<file path="src/rtl/svc_dma_pkg.sv">
package svc_dma_pkg;

    localparam int WORD_BYTES = 4;
    localparam int WORD_W     = 8 * WORD_BYTES;

    typedef enum logic [2:0] {
        SEL_CTRL    = 3'd0,
        SEL_SRAM    = 3'd1,
        SEL_DRAM_LO = 3'd2,
        SEL_DRAM_HI = 3'd3,
        SEL_COUNT   = 3'd4,
        SEL_STATUS  = 3'd5
    } reg_sel_e;

    localparam int CTRL_GO_BIT    = 31;
    localparam int CTRL_TGT_LSB   = 24;
    localparam int CTRL_SNOOP_BIT = 0;

    localparam logic [1:0] TGT_HOST = 2'd1;

    typedef enum logic [2:0] {
        ENG_IDLE,
        ENG_FETCH,
        ENG_WAIT,
        ENG_STORE,
        ENG_DONE
    } eng_state_e;

    typedef struct packed {
        logic [1:0] target;
        logic       snoop;
    } ctrl_attr_t;

endpackage

</file>
<file path="src/rtl/svc_dma_regs.sv">
module svc_dma_regs
    import svc_dma_pkg::*;
#(
    parameter int SRAM_AW = 16,
    parameter int CNT_W   = 16
) (
    input  logic                clk,
    input  logic                rst,
    input  logic                cfg_we,
    input  logic [2:0]          cfg_sel,
    input  logic [WORD_W-1:0]   cfg_wdata,
    output logic [WORD_W-1:0]   cfg_rdata,
    input  logic                eng_idle,
    output logic                launch,
    output ctrl_attr_t          attr,
    output logic [SRAM_AW-1:0]  sram_base,
    output logic [63:0]         dram_base,
    output logic [CNT_W-1:0]    byte_count
);

    reg_sel_e sel;
    logic     wr_ok;

    assign sel    = reg_sel_e'(cfg_sel);
    assign wr_ok  = cfg_we && eng_idle;
    assign launch = wr_ok && (sel == SEL_CTRL) && cfg_wdata[CTRL_GO_BIT];

    always_ff @(posedge clk) begin
        if (rst) begin
            attr       <= '0;
            sram_base  <= '0;
            dram_base  <= '0;
            byte_count <= '0;
        end else if (wr_ok) begin
            case (sel)
                SEL_CTRL: begin
                    attr.snoop  <= cfg_wdata[CTRL_SNOOP_BIT];
                    attr.target <= cfg_wdata[CTRL_TGT_LSB +: 2];
                end
                SEL_SRAM:    sram_base        <= cfg_wdata[SRAM_AW-1:0];
                SEL_DRAM_LO: dram_base[31:0]  <= cfg_wdata;
                SEL_DRAM_HI: dram_base[63:32] <= cfg_wdata;
                SEL_COUNT:   byte_count       <= cfg_wdata[CNT_W-1:0];
                default: ;
            endcase
        end
    end

    always_comb begin
        cfg_rdata = '0;
        case (sel)
            SEL_CTRL: begin
                cfg_rdata[CTRL_GO_BIT]         = !eng_idle;
                cfg_rdata[CTRL_TGT_LSB +: 2]   = attr.target;
                cfg_rdata[CTRL_SNOOP_BIT]      = attr.snoop;
            end
            SEL_SRAM:    cfg_rdata = WORD_W'(sram_base);
            SEL_DRAM_LO: cfg_rdata = dram_base[31:0];
            SEL_DRAM_HI: cfg_rdata = dram_base[63:32];
            SEL_COUNT:   cfg_rdata = WORD_W'(byte_count);
            SEL_STATUS:  cfg_rdata[0] = eng_idle;
            default:     cfg_rdata = '0;
        endcase
    end

endmodule

</file>
<file path="src/rtl/svc_dma_engine.sv">
module svc_dma_engine
    import svc_dma_pkg::*;
#(
    parameter int SRAM_AW = 16,
    parameter int CNT_W   = 16
) (
    input  logic                 clk,
    input  logic                 rst,
    input  logic                 launch,
    input  logic [SRAM_AW-1:0]   sram_base,
    input  logic [63:0]          dram_base,
    input  logic [CNT_W-1:0]     byte_count,
    output logic                 rd_req,
    output logic [63:0]          rd_addr,
    input  logic                 rd_gnt,
    input  logic                 rd_valid,
    input  logic [WORD_W-1:0]    rd_data,
    output logic                 wr_req,
    output logic [SRAM_AW-1:0]   wr_addr,
    output logic [WORD_W-1:0]    wr_data,
    output logic [WORD_BYTES-1:0] wr_be,
    input  logic                 wr_gnt,
    output logic                 eng_idle,
    output logic                 eng_done
);

    localparam logic [CNT_W-1:0]   STEP_CNT  = CNT_W'(WORD_BYTES);
    localparam logic [63:0]        STEP_DRAM = 64'(WORD_BYTES);
    localparam logic [SRAM_AW-1:0] STEP_SRAM = SRAM_AW'(WORD_BYTES);

    eng_state_e         state;
    logic [CNT_W-1:0]   remain;
    logic [63:0]        dptr;
    logic [SRAM_AW-1:0] sptr;
    logic [WORD_W-1:0]  hold;

    always_ff @(posedge clk) begin
        if (rst) begin
            state  <= ENG_IDLE;
            remain <= '0;
            dptr   <= '0;
            sptr   <= '0;
            hold   <= '0;
        end else begin
            case (state)
                ENG_IDLE: if (launch) begin
                    remain <= byte_count;
                    dptr   <= dram_base;
                    sptr   <= sram_base;
                    state  <= (byte_count == '0) ? ENG_DONE : ENG_FETCH;
                end
                ENG_FETCH: if (rd_gnt) state <= ENG_WAIT;
                ENG_WAIT: if (rd_valid) begin
                    hold  <= rd_data;
                    state <= ENG_STORE;
                end
                ENG_STORE: if (wr_gnt) begin
                    dptr <= dptr + STEP_DRAM;
                    sptr <= sptr + STEP_SRAM;
                    if (remain <= STEP_CNT) begin
                        remain <= '0;
                        state  <= ENG_DONE;
                    end else begin
                        remain <= remain - STEP_CNT;
                        state  <= ENG_FETCH;
                    end
                end
                ENG_DONE: state <= ENG_IDLE;
                default:  state <= ENG_IDLE;
            endcase
        end
    end

    generate
        for (genvar lane = 0; lane < WORD_BYTES; lane++) begin : g_lane
            assign wr_be[lane] = (remain > CNT_W'(lane));
        end
    endgenerate

    assign rd_req   = (state == ENG_FETCH);
    assign rd_addr  = dptr;
    assign wr_req   = (state == ENG_STORE);
    assign wr_addr  = sptr;
    assign wr_data  = hold;
    assign eng_idle = (state == ENG_IDLE);
    assign eng_done = (state == ENG_DONE);

endmodule

</file>
<file path="src/rtl/svc_dma_chan.sv">
module svc_dma_chan
    import svc_dma_pkg::*;
#(
    parameter int SRAM_AW = 16,
    parameter int CNT_W   = 16
) (
    input  logic               clk,
    input  logic               rst,
    input  logic               cfg_we,
    input  logic [2:0]         cfg_sel,
    input  logic [31:0]        cfg_wdata,
    output logic [31:0]        cfg_rdata,
    output logic               dram_rd_req,
    output logic [63:0]        dram_rd_addr,
    output logic               dram_rd_snoop,
    input  logic               dram_rd_gnt,
    input  logic               dram_rd_valid,
    input  logic [31:0]        dram_rd_data,
    output logic               sram_wr_req,
    output logic [SRAM_AW-1:0] sram_wr_addr,
    output logic [31:0]        sram_wr_data,
    output logic [3:0]         sram_wr_be,
    output logic               sram_wr_snoop,
    input  logic               sram_wr_gnt,
    output logic               chan_idle,
    output logic               done_irq
);

    logic               launch;
    logic               eng_idle;
    logic               eng_done;
    ctrl_attr_t         attr;
    logic [SRAM_AW-1:0] sram_base;
    logic [63:0]        dram_base;
    logic [CNT_W-1:0]   byte_count;

    svc_dma_regs #(.SRAM_AW(SRAM_AW), .CNT_W(CNT_W)) u_regs (
        .clk        (clk),
        .rst        (rst),
        .cfg_we     (cfg_we),
        .cfg_sel    (cfg_sel),
        .cfg_wdata  (cfg_wdata),
        .cfg_rdata  (cfg_rdata),
        .eng_idle   (eng_idle),
        .launch     (launch),
        .attr       (attr),
        .sram_base  (sram_base),
        .dram_base  (dram_base),
        .byte_count (byte_count)
    );

    svc_dma_engine #(.SRAM_AW(SRAM_AW), .CNT_W(CNT_W)) u_eng (
        .clk        (clk),
        .rst        (rst),
        .launch     (launch),
        .sram_base  (sram_base),
        .dram_base  (dram_base),
        .byte_count (byte_count),
        .rd_req     (dram_rd_req),
        .rd_addr    (dram_rd_addr),
        .rd_gnt     (dram_rd_gnt),
        .rd_valid   (dram_rd_valid),
        .rd_data    (dram_rd_data),
        .wr_req     (sram_wr_req),
        .wr_addr    (sram_wr_addr),
        .wr_data    (sram_wr_data),
        .wr_be      (sram_wr_be),
        .wr_gnt     (sram_wr_gnt),
        .eng_idle   (eng_idle),
        .eng_done   (eng_done)
    );

    assign dram_rd_snoop = attr.snoop;
    assign sram_wr_snoop = attr.snoop;
    assign chan_idle     = eng_idle;
    assign done_irq      = eng_done && (attr.target == TGT_HOST);

endmodule

</file>
<file path="config.mk">
export PLATFORM = sky130hd
export DESIGN_NAME = svc_dma_chan
export DESIGN_NICKNAME = d
export VERILOG_FILES = /design/src/rtl/svc_dma_pkg.sv /design/src/rtl/svc_dma_regs.sv /design/src/rtl/svc_dma_engine.sv /design/src/rtl/svc_dma_chan.sv
export SDC_FILE = /design/constraint.sdc
export NUM_CORES = 1
export LEC_CHECK = 0
export ABC_AREA = 1
export BUFFER_PORTS_ARGS = -buffer_cell sky130_fd_sc_hd__buf_2
export CORE_MARGIN = 5
export CORE_UTILIZATION = 28
export CTS_CLUSTER_DIAMETER = 30
export DETAILED_ROUTE_END_ITERATION = 8
export SYNTH_ARGS = -nofsm -noshare
export SYNTH_HDL_FRONTEND = slang
export SYNTH_HIERARCHICAL = 1
export SYNTH_SLANG_ARGS = --single-unit
export TNS_END_PERCENT = 10
</file>
<file path="constraint.sdc">
create_clock -name clk -period 3.39 [get_ports clk]
set_input_delay 0.678 -clock clk [delete_from_list [all_inputs] [get_ports clk]]
set_output_delay 0.678 -clock clk [all_outputs]
set_load 0.05 [all_outputs]
</file>
==> Word level (Yosys, flattened, before mapping) <==
Index checks and enable logic that the tools add are counted.
{ "classes": {"n_shift": 0, "n_lt_le_gt_ge": 5, "n_bitwise": 0, "eq_ne": 14, "mux": 22, "div_mod_pow": 0, "mul": 0, "n_addsub": 3, "n_reduce_logical": 17} }
{ "op_table": {"columns": ["operator", "count"], "rows": [
  ["$mux W64", 2],
  ["$pmux W64 S2", 1],
  ["$pmux W23 S4", 1],
  ["$mux W16", 5],
  ["$add A64 B3 Y64 const B", 1],
  ["$pmux W16 S2", 2],
  ["$gt A16 B1 Y1 const B", 2],
  ["$gt A16 B2 Y1 const B", 2],
  ["$mux W3", 6],
  ["$add A16 B3 Y16 const B", 1],
  ["$le A16 B3 Y1 const B", 1],
  ["$logic_not A16 Y1", 1],
  ["$sub A16 B3 Y16 const B", 1],
  ["$eq A3 B2 Y1 const B", 4],
  ["$pmux W3 S4", 1],
  ["$reduce_and A2 Y1", 6],
  ["$pmux W5 S2", 1],
  ["$eq A3 B3 Y1 const B", 3],
  ["$eq A3 B1 Y1 const B", 2],
  ["$logic_not A3 Y1", 2],
  ["$pmux W1 S6", 1],
  ["$pmux W2 S3", 1],
  ["$logic_and A1 B1 Y1", 4],
  ["$ne A2 B1 Y1 const B", 2],
  ["other kinds (7)", 8]
]} }
{ "totals": {"romBits": 0, "in_bits": 73, "ram_bits": 0, "out_inout_bits": 154, "latch_bits": 0, "elab_cells": 72, "memories": 0, "ff_bits": 230} }

==> Depth between registers and ports, before layout <==
Gate-level depths: netlist of the first run.
{ "logic_depth": {"word_depth": 6, "depth_mapped": 16} }

==> By module <==
The synthesis of the first run kept the hierarchy.
{ "modules_own_cells": {"columns": ["mod", "n_inst", "cells_per_inst", "area_each_um2", "seq_area_each_um2"], "rows": [
  ["svc_dma_engine", 1, 1446, 8506.9, 2622.5],
  ["svc_dma_regs", 1, 808, 4810.9, 1981.9],
  ["svc_dma_chan", 1, 3, 17.5, 0.0]
]} }

==> Worst setup path before layout of the first run <==
OpenSTA, ideal clock, no wires.
{ "synth_timing": {"path_kind": "register to register", "start": "register u_eng.state[2]", "end": "register u_eng.sptr[2] (netlist: u_eng/wr_addr[2])", "required_ns": 3.271, "slack_ns": 0.552, "path_stages_with_launch": 16, "arrival_time_ns": 2.719, "cell_sequence": "dfxtp_1 -> nor3_4 -> nand2_2 -> inv_2 -> buf_2 -> nand3_1 -> nor2_1 -> inv_1 -> nand2_2 -> nand2_2 -> inv_2 -> o21ai_4 -> buf_6 -> buf_6 -> a211oi_1 -> nor2_1"} }
{ "synth_between": {"elab_chain_cells": 6} }
{ "synth_rtl": {"columns": ["element", "line_no", "source"], "rows": [
  ["start, declared", "svc_dma_engine.sv:31", "eng_state_e state;"],
  ["start signal, assigned", "svc_dma_engine.sv:50", "state <= (byte_count == '0) ? ENG_DONE : ENG_FETCH;"],
  ["$logic_not A3 Y1", "svc_dma_engine.sv:85", "assign eng_idle = (state == ENG_IDLE);"],
  ["net chan_idle", "svc_dma_chan.sv:25", "output logic chan_idle,"],
  ["$logic_and A1 B1 Y1", "svc_dma_regs.sv:25", "assign wr_ok = cfg_we && eng_idle;"],
  ["$logic_and A1 B1 Y1 (2 in series)", "svc_dma_regs.sv:26", "assign launch = wr_ok && (sel == SEL_CTRL) && cfg_wdata[CTRL_GO_BIT];"],
  ["net launch", "svc_dma_chan.sv:29", "logic launch;"],
  ["$ne A2 B2 Y1 (no source line)", null, null],
  ["$reduce_and A3 Y1 (no source line)", null, null],
  ["end signal, assigned", "svc_dma_engine.sv:49", "sptr <= sram_base;"],
  ["end signal, assigned", "svc_dma_engine.sv:59", "sptr <= sptr + STEP_SRAM;"],
  ["end, declared", "svc_dma_engine.sv:34", "logic [SRAM_AW-1:0] sptr;"]
]} }
The timed path passes the listed nets, and every way through them passes these cells.
A chain may end at the register's enable or synchronous reset.

==> Worst setup path in the final report of the first run <==
{ "layout_timing": {"start": "register u_eng.state[1]", "end": "output port sram_wr_req"} }
{ "layout_between": {"elab_chain_cells": 1} }
{ "layout_rtl": {"columns": ["element", "line_no", "source"], "rows": [
  ["$eq A3 B2 Y1", "svc_dma_engine.sv:82", "assign wr_req = (state == ENG_STORE);"],
  ["end, declared", "svc_dma_chan.sv:19", "output logic sram_wr_req,"]
]} }
Every way passes these cells.

==> results.yml, run 1 <==
outcome:
  status: "finished clean"
clock_network:
  h-tree-depth: 3
  cts-root-buf: "clkbuf_16"
  clk_pin_slew_ps: 40
  cts_buffer_depth: 3
  cts_tree: "built"
  ctsResizeCount: 0
  cts_buffers: 70
  cts_setup_buffers: 0
  cts_hold_buf: 0
  cts_sinks: 230
  insertion_delay_ps: 610
timing:
  relSlewSlack: 0.261
  drv_slew: 0
  tns_ps: 0
  fmax_mhz: 333
  period_share: 0.885
  period_needed_ps: 3000
  rsz0062_at_grt: "no"
  fin_worst_skew_ps: 48.3
  setup_viol: 0
  final_hold_viol_count: 0
  tightest_slew_ps: 1100
logic_synthesis:
  syn_avg_cell_area_um2: 5.91
  yosysUniqueCellTypes: 44
  netlist_area_um2: 13300
  async_flop_share: 0
  yosysTopAreaCell: "dfxtp_1"
  synth.most_common_cell: "nand2_1"
  ys_top_cells_by_count: "712 x nand2_1, 496 x nor2_1, 230 x dfxtp_1"
  yosys_most_used_dff: "dfxtp_1"
  ys_seq_elements: 230
  seq_area_frac_synth: 0.345
  synth_nets: 2334
  yosysTopAreaCellShare: 0.345
  ys_warn_count: 6
  synth_edf_count: 0
  netlist_top_cells_area: "dfxtp_1 35%, nand2_1 20%, nor2_1 14%"
  synth_cells: 2257
run:
  maxCapViolCount: 0
power:
  p_per_area_nw_per_um2: 751
  power_frac_clock: 0.517
  p_leak_nw: 7.75
  combPwrFrac: 0.226
  p_switching_w: 0.00459
  seqPwrFrac: 0.258
  p_sw_frac: 0.350
  irDropWorstVdd_v: 0.000687
  p_int_w: 0.00854
global_route:
  antenna_found_initial: 0
  grt_pass1_vias: 14000
  use_met2: 0.310
  busiest_layer: "met2"
  grt_use_met1: 0.281
  met3_usage: 0.0501
  grt_pass1_wl_um: 83800
  grt_max_degree: 100
  grtUsageTotal: 0.203
  grt_overflow: 0
min_path:
  min_to: "u_eng/wr_data[0]"
  min-delay-start: "dram_rd_data[0]"
  hold_depth: 3
  hp-class: "in2reg"
floorplanning:
  dieWidth_um: 228
  ios: 227
  start_util: 0.281
  dieArea_um2: 52100
  core_um2: 47400
  num_rows: 80
  die_h_um: 228
route:
  viasPerCell: 4.86
  routed_wl_um: 55300
  postRouteAntennaNets: 0
  wl_per_cell_um: 17.6
  first_pass_iters: 5
  vias: 15300
  drt_iter0_drc: 1645
  post-route-drc-count: 0
critical_path:
  crit_path_top_delay_cell: "dfxtp_1"
  rr_worst_depth: 14
  worstPathMaxFanout: 99
  rrSetupSlack_ps: 750
  r2r-end: "u_eng/rd_addr[52]"
  path_class: "reg2out"
  cpPeakStageDelay_ps: 400
  critPathRequiredTime_ps: 2710
  cp_cell_sequence: "inv_2 > nor2_4 > nand2_4 > clkinv_2 > buf_12 > buf_2"
  start_kind: "flip-flop"
  critical_path_arrival_ps: 2320
  worstReg2RegStart: "u_eng/state[2]"
  worstSetupEndpointType: "output port"
cells_and_area:
  n_antenna_cell: 0
  syn_to_final_growth_pct: 31.2
  nNetsFinal: 2556
  drive_gt1_frac: 0.167
  n_fill_cell: 5249
  fin_area_um2: 17500
place:
  portBuffers: 226
  gp_congestion: 0.974
  dp_hpwl_um: 40700
  placedInstanceArea_um2: 15000
cell type report:
| type | count | area [um2] | share of cell area |
|---|---|---|---|
| clock inverter | 30 | 519 | 0.0297 |
| inverter | 198 | 744 | 0.0425 |
| clock buffer | 96 | 1990 | 0.114 |
| multi-input combinational | 1724 | 7460 | 0.426 |
| timing repair buffer | 255 | 1410 | 0.0807 |
| tap | 615 | 769 | 0.0440 |
| sequential | 230 | 4600 | 0.263 |
cell families (layout without fill, tap and decap cells):
| family | count (synthesis) | after routing | share of synthesized area |
|---|---|---|---|
| and+or+nand+nor | 1443 | 1443 | 0.440 |
| buffers and inverters | 303 | 579 | 0.0960 |
| AOI/OAI and AO/OA | 262 | 262 | 0.105 |
| DFF | 230 | 230 | 0.345 |
| xor gates and xnor gates | 15 | 15 | 0.00985 |
| adders and majority gates | 4 | 4 | 0.00375 |
sequential cells by signal, summed over array words and instances, names as in the netlist:
signal,flops
u_eng/state,3
u_regs/byte_count,16
u_regs/attr,3
u_regs/sram_base,16
u_eng/remain,16
u_eng/wr_addr,16
u_eng/rd_addr,64
u_eng/wr_data,32
u_regs/dram_base,64
power groups by stage:
stage	logic [W]	registers [W]	clock network, W
floorplan	0.00170	0.00381	0
global placement	0.00295	0.00342	0
detailed placement	0.00295	0.00342	0
CTS	0.00296	0.00338	0.00689
global route	0.00321	0.00342	0.00707
finish	0.00296	0.00338	0.00679
cells in the final DEF, fill, tap and decap left out, drive strengths merged, types with 2 or more instances in the layout:
cell type,n
o31ai,4
o211ai,10
buf,255
or2,11
a211oi,3
xor2,10
bufinv,8
a31oi,8
nand3b,7
nand3,155
clkinvlp,7
o21ai,116
inv,198
a21oi,118
ha,4
nand2,719
xnor2,5
nor2,509
clkbuf,96
o22ai,2
dfxtp,230
clkinv,15
nor3,19
nand4,19
critical path, delay by kind of cell (launching register included):
kind	cells	cell delay, ps
buf+inv	4	980
simple gates	2	270
flops	1	400
routing by layer:
layer	wire [um]	share of wire	up-vias
met5	0	0	-
met4	1560	0.028	0
met3	4760	0.086	97
met2	24200	0.44	664
met1	24800	0.45	6976
li1	-	-	7558
how the worst max path moves through the flow:
stage | start | endpoint | slack (ps) | depth (start not counted)
after detailed placement | cfg_sel[2] | cfg_rdata[25] | 630 | 8
after global placement | cfg_sel[2] | cfg_rdata[25] | 640 | 8
final | u_eng/state[1] | sram_wr_req | 390 | 6
after floorplan | u_eng/state[2] | u_eng/wr_addr[2] | 550 | 15
after CTS | u_eng/state[1] | sram_wr_req | 380 | 6
after global routing | u_eng/state[1] | sram_wr_req | 240 | 6
through the flow:
stage	worst slack (ps)	hold WS [ps]	util	cells	power [W]
6_report	389	304	0.369	3148	0.0131
3_5_place_dp	635	459	0.316	3022	0.00637
4_1_cts	376	273	0.369	3148	0.0132
5_1_grt	237	292	0.369	3148	0.0137
3_3_place_gp	641	455	0.316	3022	0.00637
2_1_floorplan	552	452	-	2257	0.00551
No activity file was read; power rests on OpenSTA's default activity.
==> run 2: changes to the inputs <==
Settings changed: CELL_PAD_IN_SITES_DETAIL_PLACEMENT from default to 1, CELL_PAD_IN_SITES_GLOBAL_PLACEMENT from default to 2, PLACE_DENSITY_LB_ADDON from default to 0.1.
==> run 2 against run 1 <==
- worst hold slack better by 11 ps
- combinational power is 2% higher
- via count is 0.95% higher
- cell count is 0.67% higher
- sequential share of layout area is 0.51 points lower
- clock power is 13% higher
==> results.yml, run 2 (synthesized netlist as in run 1, its figures left out) <==
floorplanning:
  start_util: 0.281
  num_rows: 80
  dieArea_um2: 52100
  die_h_um: 228
  ios: 227
  dieWidth_um: 228
  core_um2: 47400
clock_network:
  cts_hold_buf: 0
  cts_tree: "built"
  cts_buffer_depth: 3
  h-tree-depth: 3
  cts_buffers: 80
  insertion_delay_ps: 600
  cts_sinks: 230
  cts_setup_buffers: 0
  ctsResizeCount: 0
  clk_pin_slew_ps: 40
  cts-root-buf: "clkbuf_16"
cells_and_area:
  final_common_cell: "nand2_1"
  drive_gt1_frac: 0.175
  nNetsFinal: 2564
  final_cell_mix: "712 x nand2_1, 494 x nor2_1, 230 x dfxtp_1, 226 x buf_2, 187 x inv_1"
  syn_to_final_growth_pct: 33.8
timing:
  relSlewSlack: 0.307
  period_share: 0.929
  rsz0062_at_grt: "no"
  fmax_mhz: 317
  fin_worst_skew_ps: 26.0
  tightest_slew_ps: 1040
  setup_viol: 0
  drv_slew: 0
  final_hold_viol_count: 0
  period_needed_ps: 3150
  tns_ps: 0
route:
  postRouteAntennaNets: 0
  routed_wl_um: 65800
  post-route-drc-count: 0
  viasPerCell: 4.87
  first_pass_iters: 5
  vias: 15400
  drt_iter0_drc: 882
  wl_per_cell_um: 20.8
critical_path:
  rr_worst_depth: 11
  worstPathMaxFanout: 76
  path_class: "reg2out"
  critPathRequiredTime_ps: 2710
  cp-endpoint: "sram_wr_req"
  r2r-end: "u_eng/rd_addr[42]"
  start_kind: "flip-flop"
  worstReg2RegStart: "u_eng/state[1]"
  crit_start: "u_eng/state[1]"
  worstSetupEndpointType: "output port"
  critical_path_arrival_ps: 2470
  rrSetupSlack_ps: 780
outcome:
  status: "finished clean"
global_route:
  antenna_found_initial: 0
  grt_max_degree: 77
  grt_pass1_vias: 15700
  grt_overflow: 0
  grt_pass1_wl_um: 98400
  grtUsageTotal: 0.243
min_path:
  hold_depth: 3
  hp-class: "in2reg"
power:
  p_total_w: 0.0141
  irDropWorstVdd_v: 0.000555
  p_leak_nw: 7.98
  p_per_area_nw_per_um2: 791
place:
  dp_hpwl_um: 49900
  portBuffers: 226
  gp_congestion: 0.884
run:
  maxCapViolCount: 0
-- run 2: cell count changes in the layout (fill, tap and decap cells not counted), moves of 3 or more --
cell / before / now
clkbuf_1: 12 / 9
clkbuf_8: 14 / 22
clkinv_2: 9 / 22
clkinv_16: 5 / 0
clkinvlp_4: 7 / 0
clkbuf_16: 70 / 82
buf_4: 24 / 20
-- run 2: worst max-delay path: stages, from the launching register on --
cell      delay [ps]
dfxtp_1          410
inv_2             70
nor2_4           110
nand2_4          240
clkinv_2         290
buf_12           350
buf_2            340
-- run 2: how the worst min path moves through the flow --
stage                                 from                end  slack, ps
after floorplan            u_eng/remain[0]    u_eng/remain[0]        450
after global placement    u_eng/rd_addr[0]   u_eng/rd_addr[0]        450
after detailed placement  u_eng/rd_addr[0]   u_eng/rd_addr[0]        460
after CTS                  dram_rd_data[9]   u_eng/wr_data[9]        280
after global routing      dram_rd_data[11]  u_eng/wr_data[11]        300
final                      dram_rd_data[9]   u_eng/wr_data[9]        310
-- run 2: cell type report --
| cell class | instances | area [um2] |
|---|---|---|
| antenna | 1 | 2.50 |
| clock buffer | 113 | 2390 |
| clock inverter | 35 | 453 |
| fill | 6227 | 29600 |
| inverter | 198 | 744 |
| multi-input combinational | 1724 | 7460 |
| sequential | 230 | 4600 |
| tap | 615 | 769 |
| timing repair buffer | 253 | 1420 |
-- run 2: layer usage --
metal | track usage | up-vias | part of all wire
li1 | - | 7585 | -
met1 | 0.297 | 7468 | 0.43
met2 | 0.441 | 297 | 0.51
met3 | 0.0427 | 90 | 0.038
met4 | 0.0681 | 0 | 0.024
met5 | 0 | - | 0
-- run 2: power by group --
group          internal, W  switching (W)  leakage [nW]
clock network      0.00553        0.00214          1.42
logic             0.000795        0.00224          4.69
registers          0.00302       0.000399          1.86
total              0.00934        0.00477          7.98
-- run 2: metrics by stage --
step / instance area, um2 / setup WS (ps) / hold slack, ps / std cells / util
2_1_floorplan: 13300 / 552 / 452 / 2257 / -
3_3_place_gp: 15000 / 500 / 453 / 3020 / 0.316
3_5_place_dp: 15000 / 417 / 456 / 3020 / 0.316
4_1_cts: 17800 / 190 / 284 / 3168 / 0.376
5_1_grt: 17800 / 84.0 / 296 / 3168 / 0.376
6_report: 17800 / 240 / 315 / 3169 / 0.376
